===== src/rtl/rtc_cal_pkg.sv =====
package rtc_cal_pkg;

  localparam int NFIELD = 7;

  typedef enum logic [2:0] {
    A_SEC  = 3'd0,
    A_MIN  = 3'd1,
    A_HOUR = 3'd2,
    A_DOW  = 3'd3,
    A_DATE = 3'd4,
    A_MON  = 3'd5,
    A_YEAR = 3'd6,
    A_NONE = 3'd7
  } cal_addr_e;

  function automatic logic [7:0] field_mask(input int i);
    case (i)
      0, 1:    return 8'h7F;
      2:       return 8'h3F;
      3:       return 8'h07;
      4:       return 8'h3F;
      5:       return 8'h1F;
      default: return 8'hFF;
    endcase
  endfunction

  function automatic logic [7:0] field_min(input int i);
    case (i)
      3, 4, 5: return 8'h01;
      default: return 8'h00;
    endcase
  endfunction

  function automatic logic [7:0] field_max(input int i);
    case (i)
      0, 1:    return 8'h59;
      2:       return 8'h23;
      3:       return 8'h07;
      4:       return 8'h31;
      5:       return 8'h12;
      default: return 8'h99;
    endcase
  endfunction

  function automatic logic [7:0] field_reset(input int i);
    return field_min(i);
  endfunction

  // Next value of a packed BCD pair; invalid codes are counted from as-is.
  function automatic logic [7:0] bcd_next(input logic [7:0] v, input logic [7:0] mx,
                                          input logic [7:0] mn);
    logic [7:0] r;
    if (v >= mx)            r = mn;
    else if (v[3:0] >= 4'd9) r = {v[7:4] + 4'd1, 4'd0};
    else                    r = {v[7:4], v[3:0] + 4'd1};
    return r;
  endfunction

  // 10 = 2 (mod 4), so divisibility of tens*10+ones needs only two bits.
  function automatic logic is_leap(input logic [7:0] yr);
    logic [1:0] m;
    m = {yr[4], 1'b0} + yr[1:0];
    return (m == 2'd0);
  endfunction

  function automatic logic [7:0] month_len(input logic [7:0] mon, input logic [7:0] yr);
    logic [7:0] r;
    case (mon[4:0])
      5'h02:                      r = is_leap(yr) ? 8'h29 : 8'h28;
      5'h04, 5'h06, 5'h09, 5'h11: r = 8'h30;
      default:                    r = 8'h31;
    endcase
    return r;
  endfunction

endpackage


===== src/rtl/rtc_bcd_field.sv =====
module rtc_bcd_field #(
  parameter logic [7:0] MASK = 8'hFF,
  parameter logic [7:0] MINV = 8'h00,
  parameter logic [7:0] RSTV = 8'h00
) (
  input  logic       clk,
  input  logic       rst_n,
  input  logic       step_i,
  input  logic [7:0] max_i,
  input  logic       wr_i,
  input  logic [7:0] wr_data_i,
  output logic [7:0] q_o,
  output logic       wrap_o
);
  import rtc_cal_pkg::*;

  logic [7:0] q;
  logic [7:0] nxt;

  assign nxt    = bcd_next(q, max_i, MINV) & MASK;
  assign wrap_o = step_i && (q >= max_i);
  assign q_o    = q;

  always_ff @(posedge clk) begin
    if (!rst_n)      q <= RSTV;
    else if (wr_i)   q <= wr_data_i & MASK;
    else if (step_i) q <= nxt;
  end
endmodule


===== src/rtl/rtc_osc_watch.sv =====
module rtc_osc_watch #(
  parameter int MISS_LIMIT = 4
) (
  input  logic clk,
  input  logic rst_n,
  input  logic pulse_i,
  input  logic clr_i,
  output logic fail_o
);
  localparam int CW = $clog2(MISS_LIMIT + 1);
  localparam logic [CW-1:0] LIM   = CW'(MISS_LIMIT);
  localparam logic [CW-1:0] LIMM1 = CW'(MISS_LIMIT - 1);

  logic [CW-1:0] miss_q;
  logic          detect;
  logic          flag_q;

  assign detect = !pulse_i && (miss_q >= LIMM1);
  assign fail_o = flag_q;

  always_ff @(posedge clk) begin
    if (!rst_n)            miss_q <= '0;
    else if (pulse_i)      miss_q <= '0;
    else if (miss_q < LIM) miss_q <= miss_q + 1'b1;
  end

  always_ff @(posedge clk) begin
    if (!rst_n)      flag_q <= 1'b1;
    else if (detect) flag_q <= 1'b1;
    else if (clr_i)  flag_q <= 1'b0;
  end
endmodule


===== src/rtl/rtc_calendar_core.sv =====
module rtc_calendar_core #(
  parameter int MISS_LIMIT = 4,
  parameter int ADDR_W     = 3,
  parameter int DW         = 8
) (
  input  logic              clk,
  input  logic              rst_n,
  input  logic              tick_1hz,
  input  logic              osc_pulse,
  input  logic              wr_valid,
  output logic              wr_ready,
  input  logic [ADDR_W-1:0] wr_addr,
  input  logic [DW-1:0]     wr_data,
  output logic [DW-1:0]     reg_sec,
  output logic [DW-1:0]     reg_min,
  output logic [DW-1:0]     reg_hour,
  output logic [DW-1:0]     reg_dow,
  output logic [DW-1:0]     reg_date,
  output logic [DW-1:0]     reg_mon,
  output logic [DW-1:0]     reg_year
);
  import rtc_cal_pkg::*;

  localparam int SEC = 0, MIN = 1, HR = 2, DOW = 3, DAT = 4, MON = 5, YR = 6;

  logic              wr_fire;
  logic              halt_q, cent_en_q, cent_q, osc_fail;
  logic [NFIELD-1:0] step, wrap, wsel;
  logic [7:0]        fq   [NFIELD];
  logic [7:0]        maxv [NFIELD];

  assign wr_ready = 1'b1;
  assign wr_fire  = wr_valid && wr_ready;

  // carry chain: hour rollover feeds both day of week and date
  always_comb begin
    step[SEC] = tick_1hz && !halt_q;
    step[MIN] = wrap[SEC];
    step[HR]  = wrap[MIN];
    step[DOW] = wrap[HR];
    step[DAT] = wrap[HR];
    step[MON] = wrap[DAT];
    step[YR]  = wrap[MON];
    for (int i = 0; i < NFIELD; i++) begin
      maxv[i] = (i == DAT) ? month_len(fq[MON], fq[YR]) : field_max(i);
      wsel[i] = wr_fire && (wr_addr == ADDR_W'(i));
    end
  end

  for (genvar g = 0; g < NFIELD; g++) begin : g_field
    rtc_bcd_field #(
      .MASK (field_mask(g)),
      .MINV (field_min(g)),
      .RSTV (field_reset(g))
    ) u_fld (
      .clk       (clk),
      .rst_n     (rst_n),
      .step_i    (step[g]),
      .max_i     (maxv[g]),
      .wr_i      (wsel[g]),
      .wr_data_i (wr_data[7:0]),
      .q_o       (fq[g]),
      .wrap_o    (wrap[g])
    );
  end

  always_ff @(posedge clk) begin
    if (!rst_n) begin
      halt_q    <= 1'b0;
      cent_en_q <= 1'b0;
      cent_q    <= 1'b0;
    end else begin
      if (wsel[SEC]) halt_q <= wr_data[7];
      if (wsel[HR]) begin
        cent_en_q <= wr_data[7];
        cent_q    <= wr_data[6];
      end else if (wrap[YR] && cent_en_q) begin
        cent_q <= !cent_q;
      end
    end
  end

  rtc_osc_watch #(.MISS_LIMIT(MISS_LIMIT)) u_osc (
    .clk     (clk),
    .rst_n   (rst_n),
    .pulse_i (osc_pulse),
    .clr_i   (wsel[MIN] && !wr_data[7]),
    .fail_o  (osc_fail)
  );

  assign reg_sec  = DW'({halt_q, fq[SEC][6:0]});
  assign reg_min  = DW'({osc_fail, fq[MIN][6:0]});
  assign reg_hour = DW'({cent_en_q, cent_q, fq[HR][5:0]});
  assign reg_dow  = DW'(fq[DOW]);
  assign reg_date = DW'(fq[DAT]);
  assign reg_mon  = DW'(fq[MON]);
  assign reg_year = DW'(fq[YR]);

endmodule


===== config.mk =====
export PLATFORM = sky130hd
export DESIGN_NAME = rtc_calendar_core
export DESIGN_NICKNAME = d
export VERILOG_FILES = /design/src/rtl/rtc_cal_pkg.sv /design/src/rtl/rtc_bcd_field.sv /design/src/rtl/rtc_osc_watch.sv /design/src/rtl/rtc_calendar_core.sv
export SDC_FILE = /design/constraint.sdc
export NUM_CORES = 1
export LEC_CHECK = 0
export ABC_CLOCK_PERIOD_IN_PS = 5300
export BUFFER_PORTS_ARGS = -buffer_cell sky130_fd_sc_hd__buf_2
export CAP_MARGIN = 20
export CELL_PAD_IN_SITES_DETAIL_PLACEMENT = 0
export CELL_PAD_IN_SITES_GLOBAL_PLACEMENT = 1
export CORE_ASPECT_RATIO = 0.5
export CORE_MARGIN = 3
export CORE_UTILIZATION = 30
export CTS_CLUSTER_DIAMETER = 200
export DETAILED_ROUTE_END_ITERATION = 12
export GPL_ROUTABILITY_DRIVEN = 0
export PLACE_DENSITY = 0.63
export RECOVER_POWER = 50
export SLEW_MARGIN = 25
export SYNTH_ARGS = -nofsm -noshare
export SYNTH_HDL_FRONTEND = slang
export SYNTH_SLANG_ARGS = --single-unit

===== constraint.sdc =====
create_clock -name clk -period 5.3 [get_ports clk]
set_clock_uncertainty 0.15 [all_clocks]
set_input_delay 0.53 -clock clk [delete_from_list [all_inputs] [get_ports clk]]
set_output_delay 0.53 -clock clk [all_outputs]
set_load 0.01 [all_outputs]

# Word level (Yosys, flattened, before mapping)

Cells that the tools add are included.

Bits of input ports: 16
Output and inout bits: 57
Logic and storage cells: 139
Register bits after elaboration: 49

Mux-type cells: 32
Reduce and logical (&&, ||, !) cells: 46
Eq/ne operators: 11
Add/subtract/negate cells: 15
Bitwise operators: 1
Magnitude comparators: 16

Operators by type and width:

| kind                  | number |
|---|---|
| $mux W7               | 8 |
| $mux W6               | 8 |
| $mux W8               | 4 |
| $add A4 B1 Y4 const B | 7 |
| $ge A4 B4 Y1 const B  | 6 |
| $mux W5               | 4 |
| $reduce_bool A3 Y1    | 6 |
| $logic_and A1 B1 Y1   | 17 |
| $reduce_bool A2 Y1    | 8 |
| $ge A7 B7 Y1 const B  | 2 |
| $add A3 B1 Y3 const B | 4 |
| $mux W3               | 4 |
| $reduce_and A2 Y1     | 6 |
| $eq A5 B3 Y1 const B  | 2 |
| $pmux W5 S2           | 1 |
| $eq A3 B3 Y1 const B  | 3 |
| $ge A8 B8 Y1 const B  | 1 |
| $eq A3 B2 Y1 const B  | 2 |
| $ge A6 B6 Y1          | 1 |
| $ge A6 B6 Y1 const B  | 1 |
| $eq A5 B2 Y1 const B  | 1 |
| $eq A5 B4 Y1 const B  | 1 |
| $eq A5 B5 Y1 const B  | 1 |
| $ge A5 B5 Y1 const B  | 1 |
| 15 further kinds      | 22 |

# Depth between registers and ports, before layout

Gate-level depths: netlist of run 1.

Depth in word-level cells: 11
Mapped depth: 12
Depth with buffers taken out: 11

# Modules after synthesis

A second synthesis of run 1 with hierarchy kept.

Cells, all modules: 570
Area total of the unflattened synthesis: 4644.5 um^2

By module, submodules not included:

| module                                | cells an instance | sequential area each (um^2) | times used | area an instance (um^2) |
|---|---|---|---|---|
| rtc_bcd_field at g_field[0].u_fld ... | 87                | 140.1                       | 2          | 688.2 |
| rtc_bcd_field at g_field[6].u_fld     | 93                | 160.2                       | 1          | 792.0 |
| rtc_bcd_field at g_field[2].u_fld     | 73                | 120.1                       | 1          | 583.1 |
| rtc_bcd_field at g_field[4].u_fld     | 73                | 120.1                       | 1          | 564.3 |
| rtc_bcd_field at g_field[5].u_fld     | 66                | 100.1                       | 1          | 540.5 |
| rtc_calendar_core                     | 38                | 60.1                        | 1          | 326.6 |
| rtc_bcd_field at g_field[3].u_fld     | 37                | 60.1                        | 1          | 295.3 |
| rtc_osc_watch                         | 16                | 80.1                        | 1          | 166.4 |

# Worst setup path before layout of run 1

OpenSTA, ideal clock, no wires.

Kind: reg-to-reg
Start: reg g_field[5].u_fld.q[0]
End: reg g_field[6].u_fld.q[1]
Period minus slack after synthesis: 3.263 ns
Path slack: 2.037 ns
Data required time: 5.035 ns
Data arrival time: 2.999 ns
Path buffers: 1
Library setup time: 0.115 ns
Cell stages (with the launch flop): 13
Cell sequence: dfxtp_1 -> inv_1 -> ha_1 -> nor4b_1 -> o21ai_0 -> o211a_1 -> ha_1 -> or4b_1 -> a22oi_4 -> nor4_4 -> buf_6 -> a32o_1 -> o21a_1

Longest elaborated chain between the ends: 7
Elaborated cells between the ends (all ways): 12
Those cells by class: 2 x order compare; 5 x eq/ne; 1 x mux; 4 x reduce/logical

Ends and longest elaborated chain:

| what                                       | line                | text |
|---|---|---|
| from (decl)                                | rtc_bcd_field.sv:17 | `logic [7:0] q;` |
| from (signal assigned)                     | rtc_bcd_field.sv:26 | `else if (wr_i) q <= wr_data_i & MASK;` |
| from (signal assigned)                     | rtc_bcd_field.sv:27 | `else if (step_i) q <= nxt;` |
| $eq A5 B3 Y1, or another cell as far along | n/a                 |  |
| $reduce_or A4 Y1                           | n/a                 |  |
| $pmux W5 S2                                | rtc_cal_pkg.sv:68   | `case (mon[4:0])` |
| $ge A6 B6 Y1                               | rtc_bcd_field.sv:21 | `assign wrap_o = step_i && (q >= max_i);` |
| $logic_and A1 B1 Y1                        | rtc_bcd_field.sv:21 |  |
| $logic_and A1 B1 Y1 (*)                    | rtc_bcd_field.sv:21 |  |
| $reduce_bool A2 Y1 (no source line) (*)    | n/a                 |  |
| to (signal assigned)                       | rtc_bcd_field.sv:26 |  |
| to (signal assigned)                       | rtc_bcd_field.sv:27 |  |
| to (decl)                                  | rtc_bcd_field.sv:17 |  |

Every way passes the cells marked *; elsewhere a longest branch is shown, timed or not.
A chain may end at the register's enable or synchronous reset.

# Worst setup path in the final report of run 1

Start: reg g_field[5].u_fld.q[0]
End: reg g_field[6].u_fld.q[5]

Longest elaborated chain between the ends: 8
Elaborated cells between the ends (all ways): 13
Those cells by class: 2 x order compare; 5 x eq/ne; 1 x mux; 5 x reduce/logical

Ends and longest elaborated chain:

| what                                       | line |
|---|---|
| $eq A5 B3 Y1, or another cell as far along | n/a |
| $reduce_or A4 Y1                           | n/a |
| $pmux W5 S2                                | rtc_cal_pkg.sv:68 |
| $ge A6 B6 Y1                               | rtc_bcd_field.sv:21 |
| $logic_and A1 B1 Y1                        | rtc_bcd_field.sv:21 |
| $logic_and A1 B1 Y1 (*)                    | rtc_bcd_field.sv:21 |
| $reduce_bool A2 Y1 (no source line) (*)    | n/a |
| $reduce_and A2 Y1 (no source line) (*)     | n/a |

Marks and branches as above.

==> results.json, run 1 <==
{
  "setup_violations": 0,
  "netlist_area_mm2": 0.003745,
  "antenna_cells": 0,
  "end_kind": "flop",
  "tightest_slew_ps": 1342,
  "cts_setup_buffers": 0,
  "core_area_mm2": 0.01202,
  "yosysTopAreaCell": "dfxtp_1",
  "critPathRequiredTime_ps": 5370,
  "vias": 3557,
  "avgSynthCellArea_um2": 8.123,
  "drtIter0Drc": 169,
  "cts-htree-levels": 2,
  "antenna_found_initial": 0,
  "worstSkewPairLatency_ps": 290,
  "ys.warnings.count": 0,
  "layout-drive-gt1-share": 0.09270,
  "io_buffers": 61,
  "yosysSeqAreaShare": 0.2619,
  "p_clk_frac": 0.422,
  "r2r-start": "g_field[5].u_fld.q_o[0]",
  "worst-path-max-fanout": 12,
  "cts.reportedPaths.clkPinSlew_ps": 70,
  "crit_path_start_kind": "flop",
  "numCtsBuffers": 5,
  "synth-edff-count": 0,
  "status": "complete, no violations",
  "wl_per_cell_um": 16.82,
  "dp.final_hpwl_um": 8205,
  "io_pins": 73,
  "r2r_slack_ps": 1760,
  "synthDistinctLibCells": 76,
  "criticalPathCategory": "flop to flop",
  "report.final.slew_viol_count": 0,
  "grt_overflow": 0,
  "drv_cap": 0,
  "hold_viol": 0,
  "fmax_mhz": 282.6,
  "switchingPower_uw": 241.6,
  "slew_headroom": 0.1053,
  "synth_top_area_share": 0.2619,
  "via_per_inst": 5.293,
  "swShare": 0.2732,
  "tns_ps": 0,
  "finalCritPeriodShare": 0.6678,
  "start_util": 0.3116,
  "min_path_type": "primary input to flop",
  "grt_pass1_vias": 3235,
  "cts_root_buffer": "clkbuf_16",
  "ys.flop_type": "dfxtp_1",
  "combPwrFrac": 0.125,
  "cts_resized": 0,
  "grt_pass1_wl_um": 17970,
  "area_delta_synth_final_pct": 12.43,
  "rsz0062_at_grt": "no",
  "fin_crit_ps": 3539,
  "die_y_um": 85.01,
  "ant_nets": 0,
  "synth_area_leaders": "dfxtp_1 26%, ha_1 11%, nand2_1 5.0%",
  "drt_wl_total_um": 11300,
  "cts_tree": "yes",
  "ctsHoldBuffers": 0,
  "clock-sinks": 49,
  "async_flop_share": 0,
  "fin_nets": 556,
  "critPathArrivalTime_ps": 3610,
  "dieArea_mm2": 0.01394,
  "drcViolationCount": 0,
  "first_pass_iters": 4,
  "syn_inst": 461,
  "leakage_uw": 0.001593,
  "final_core_utilization": 0.3504,
  "die_x_um": 164.0,
  "ys_seq_elements": 49,
  "worstSetupStartpoint": "g_field[5].u_fld.q_o[0]",
  "max-vdd-ir-drop_mv": 0.09658,
  "p_int_uw": 642.7,
  "grt_max_degree": 30,
  "rows": 28,
  "pwr-share-seq": 0.453,
  "min_from": "osc_pulse",
  "cts_max_path_buffers": 2,
  "power_per_cell_area_mw_per_mm2": 210.0,
  "nFillCells": 1284,
  "grtUsageTotal": 0.1604
}
## kinds of logic after synthesis
| logic type | synth area share |
|---|---|
| fa+ha+maj | 0.1136 |
| compound gates | 0.2737 |
| flops | 0.2619 |
| other cells | 0.002005 |
| buf+inv | 0.08620 |
| simple gates | 0.2299 |
| mux | 0.01871 |
| xor+xnor | 0.01403 |
## registers in the layout, summed over array words and instances (netlist names)
name and flops:
cent_en_q 1, g_field.u_fld.q_o 42, u_osc.miss_q 3, cent_q 1, halt_q 1, u_osc.fail_o 1
## power groups by stage
stage | combinational [µW] | sequential [µW] | clock [µW]
3_3_place_gp | 113 | 408 | 0
6_report | 111 | 400 | 373
4_1_cts | 113 | 400 | 386
2_1_floorplan | 76.1 | 406 | 0
3_5_place_dp | 113 | 408 | 0
5_1_grt | 125 | 403 | 403
## critical path: stages, from the launching register on
cell     delay, ps
dfxtp_1        340
inv_1          150
ha_1           230
nor4b_1        430
o21ai_0        170
o211a_1        170
ha_1           260
or4b_1         550
a22oi_4        310
nor4_4         160
a21oi_2        320
mux2i_1        230
## worst paths after layout
check	to	cells after the start
worst max-delay path	g_field[6].u_fld.q_o[5]	11
worst min-delay path	u_osc.fail_o	2
worst max register to register	g_field[6].u_fld.q_o[5]	11
worst min register to register	cent_en_q	2
## layout make-up
type	count	area, µm²	area share
timing repair buffer	64	274.0	0.06508
clock inverter	3	43.79	0.01040
tap	165	206.4	0.04903
multi-input combinational	358	2475	0.5878
sequential	49	980.9	0.2330
clock buffer	5	125.1	0.02972
inverter	28	105.1	0.02496
## Yosys cell counts, types with 5 or more instances
library cell	n
nor2_1	26
nor3_1	9
nand4_1	6
ha_1	34
o31ai_1	5
inv_1	27
o21ai_0	25
nand2b_1	6
o211ai_1	8
a32oi_1	6
dfxtp_1	49
nand2_1	50
buf_2	6
nor2b_1	7
buf_4	15
o21a_1	5
a21o_1	5
a21oi_1	26
clkbuf_1	11
mux2i_1	7
nand3_1	19
xor2_1	5
a211oi_1	7
a31oi_1	15
## placed cells by master, fill, tap and decap left out, types with 5 or more instances in the layout
master,count
nor2b_1,7
nand4_1,6
xor2_1,5
conb_1,11
buf_2,18
o211ai_1,8
dfxtp_1,49
a21oi_1,26
nand2b_1,6
ha_1,34
o31ai_1,5
clkbuf_16,5
nand2_1,50
nor2_1,26
nor3_1,9
o21a_1,5
o21ai_0,25
mux2i_1,7
a21o_1,5
nand3_1,19
a211oi_1,7
inv_1,28
a31oi_1,15
a32oi_1,6
clkbuf_1,43
## through the flow
stage	std cells	setup slack, ps	hold WS, ps	cell area [µm²]	total power, µW
finish	672	1761	312.4	4210	884.2
global route	672	1388	307.0	4210	930.9
CTS	672	1771	301.9	4264	899.0
detailed placement	664	1806	344.6	4095	521.1
global placement	664	1886	335.3	4095	521.9
floorplan	470	2037	299.7	3779	482.4
## per-layer routing
layer,vias to the layer above,global-route usage,share of wire
met5,-,0,0
met2,86,0.2534,0.43
li1,1774,-,-
met3,9,0.02438,0.047
met1,1688,0.2342,0.51
met4,0,0.02686,0.011
No activity file was read; power rests on OpenSTA's default activity.
==> run 2: changes to the inputs <==
--- a/config.mk
+++ b/config.mk
@@ -5,7 +5,7 @@
 export SDC_FILE = /design/constraint.sdc
 export NUM_CORES = 1
 export LEC_CHECK = 0
-export ABC_CLOCK_PERIOD_IN_PS = 5300
+export ABC_CLOCK_PERIOD_IN_PS = 3300
 export BUFFER_PORTS_ARGS = -buffer_cell sky130_fd_sc_hd__buf_2
 export CAP_MARGIN = 20
 export CELL_PAD_IN_SITES_DETAIL_PLACEMENT = 0
==> constraint.sdc (replaced) <==
create_clock -name clk -period 3.3 [get_ports clk]
set_clock_uncertainty 0.15 [all_clocks]
set_input_delay 0.33 -clock clk [delete_from_list [all_inputs] [get_ports clk]]
set_output_delay 0.33 -clock clk [all_outputs]
set_load 0.01 [all_outputs]
==> run 2 against run 1 <==
  * Non-clock buffer count grew 16
  * Sequential power up 60%
  * Global-route usage is 0.77 points higher
  * Power is 62% higher
  * Register-to-register slack lost 1600 ps
  * Critical path depth is the same
  * Hold slack worse by 200 ps
==> results.json, run 2 (synthesis results as in run 1) <==
{
  "status": "complete, no violations",
  "dp.final_hpwl_um": 8427,
  "vias": 3607,
  "grt_overflow": 0,
  "highest_layer": "met4",
  "cts.reportedPaths.clkPinSlew_ps": 70,
  "grtUsageTotal": 0.1681,
  "die_x_um": 164.0,
  "setup_violations": 0,
  "criticalPathCategory": "flop to flop",
  "nFillCells": 1307,
  "drtIter0Drc": 174,
  "grt_max_degree": 29,
  "critPathRequiredTime_ps": 3360,
  "cts_tree": "yes",
  "hold_viol": 0,
  "io_buffers": 61,
  "rr_worst_depth": 11,
  "tightest_slew_ps": 1328,
  "wl_per_cell_um": 16.50,
  "numCtsBuffers": 5,
  "layout-drive-gt1-share": 0.1226,
  "via_per_inst": 5.250,
  "cts-htree-levels": 2,
  "r2r_end": "g_field[5].u_fld.q_o[1]",
  "mostFrequentLayoutCells": "50 x nand2_1, 49 x dfxtp_1, 43 x clkbuf_1",
  "final_common_cell": "nand2_1",
  "area_delta_synth_final_pct": 15.84,
  "critPathArrivalTime_ps": 3210,
  "slew_headroom": 0.1144,
  "end_kind": "flop",
  "die_y_um": 85.01,
  "cts_root_buffer": "clkbuf_16",
  "antenna_found_initial": 0,
  "max-vdd-ir-drop_mv": 0.1820,
  "wl_met3_um": 345,
  "fmax_mhz": 317.8,
  "rows": 28,
  "worst-path-max-fanout": 8,
  "drv_cap": 0,
  "crit_path_start_kind": "flop",
  "finalCritPeriodShare": 0.9535,
  "power_uw": 1429,
  "largest_reg_flops": 42,
  "worstSkewPairLatency_ps": 300,
  "register_area_um2": 980.9,
  "grt_pass1_vias": 3480,
  "dieArea_mm2": 0.01394,
  "hold_slack_ps": 115.3,
  "fin_nets": 572,
  "r2r_slack_ps": 150,
  "antenna_cells": 0,
  "cts_max_path_buffers": 2,
  "r2r-start": "g_field[5].u_fld.q_o[1]",
  "min_path_type": "primary input to flop",
  "crit_end": "g_field[5].u_fld.q_o[1]",
  "clock-sinks": 49,
  "start_util": 0.3116,
  "ctsHoldBuffers": 0,
  "power_per_cell_area_mw_per_mm2": 329.3,
  "wl_met1_um": 5895,
  "report.final.slew_viol_count": 0,
  "leakage_uw": 0.001671,
  "first_pass_iters": 4,
  "grt_pass1_wl_um": 18900,
  "io_pins": 73,
  "fin_crit_ps": 3147,
  "wl_met2_um": 5015,
  "drcViolationCount": 0,
  "multi_input_area_mm2": 0.002497,
  "worstSetupStartpoint": "g_field[5].u_fld.q_o[1]",
  "drt_wl_total_um": 11340,
  "ant_nets": 0,
  "core_area_mm2": 0.01202
}
run 2: changes by cell type in the layout (fill, tap and decap cells not counted), sizes merged:
cell	before	now
clkinv	1	0
buf	21	37
run 2: worst max-delay path: stages (launching register included):
cell,delay [ps]
dfxtp_1,340
clkbuf_1,220
inv_1,130
ha_1,220
nor2_1,120
o211a_1,150
ha_1,210
or4b_1,560
a22oi_4,330
nor4_4,140
or3_1,370
a31oi_1,130
run 2: area by class of cell:
type / instances / area share
clock buffers: 5 / 0.02884
clock inverters: 2 / 0.008941
inverters: 28 / 0.02423
multi-input cells: 358 / 0.5757
flip-flops and latches: 49 / 0.2261
well taps: 165 / 0.04759
repair buffers: 80 / 0.08855
run 2: how the worst min path moves through the flow:
stage | start | to | slack (ps) | cells past startpoint
after floorplan | cent_en_q | cent_en_q | 300 | 2
after global placement | cent_en_q | cent_en_q | 340 | 2
after detailed placement | halt_q | halt_q | 330 | 2
after CTS | osc_pulse | u_osc.fail_o | 110 | 2
after global routing | osc_pulse | u_osc.fail_o | 130 | 2
final | osc_pulse | u_osc.fail_o | 120 | 2
run 2: per-layer routing:
layer  track usage  vias to the layer above
met4       0.02840                        0
met3       0.02194                        7
met5             0                        -
li1              -                     1802
met1        0.2493                     1723
met2        0.2635                       75
run 2: metrics by stage:
| stage | instance area (µm²) | setup TNS [ps] | util | cells | setup WS (ps) |
|---|---|---|---|---|---|
| floorplan | 3779 | 0 | - | 470 | 36.81 |
| global placement | 4200 | 0 | 0.3495 | 678 | 142.4 |
| detailed placement | 4200 | 0 | 0.3495 | 678 | 27.96 |
| CTS | 4364 | 0 | 0.3632 | 685 | 10.10 |
| global route | 4338 | -26.93 | 0.3610 | 687 | -12.28 |
| finish | 4338 | 0 | 0.3610 | 687 | 153.4 |
run 2: where the power goes:
part	internal (µW)	leakage, µW	total (µW)	switching, µW
Sequential	610	0.000398	639	29.4
Clock	357	0.0000803	602	245
Combinational	67.2	0.00119	187	120
run 2: timing repair:
| action | in CTS | in global routing |
|---|---|---|
| setup buffers | 0 | 2 |
| endpoints found under the setup margin | 0 | 19 |
| resized for setup | 0 | 3 |
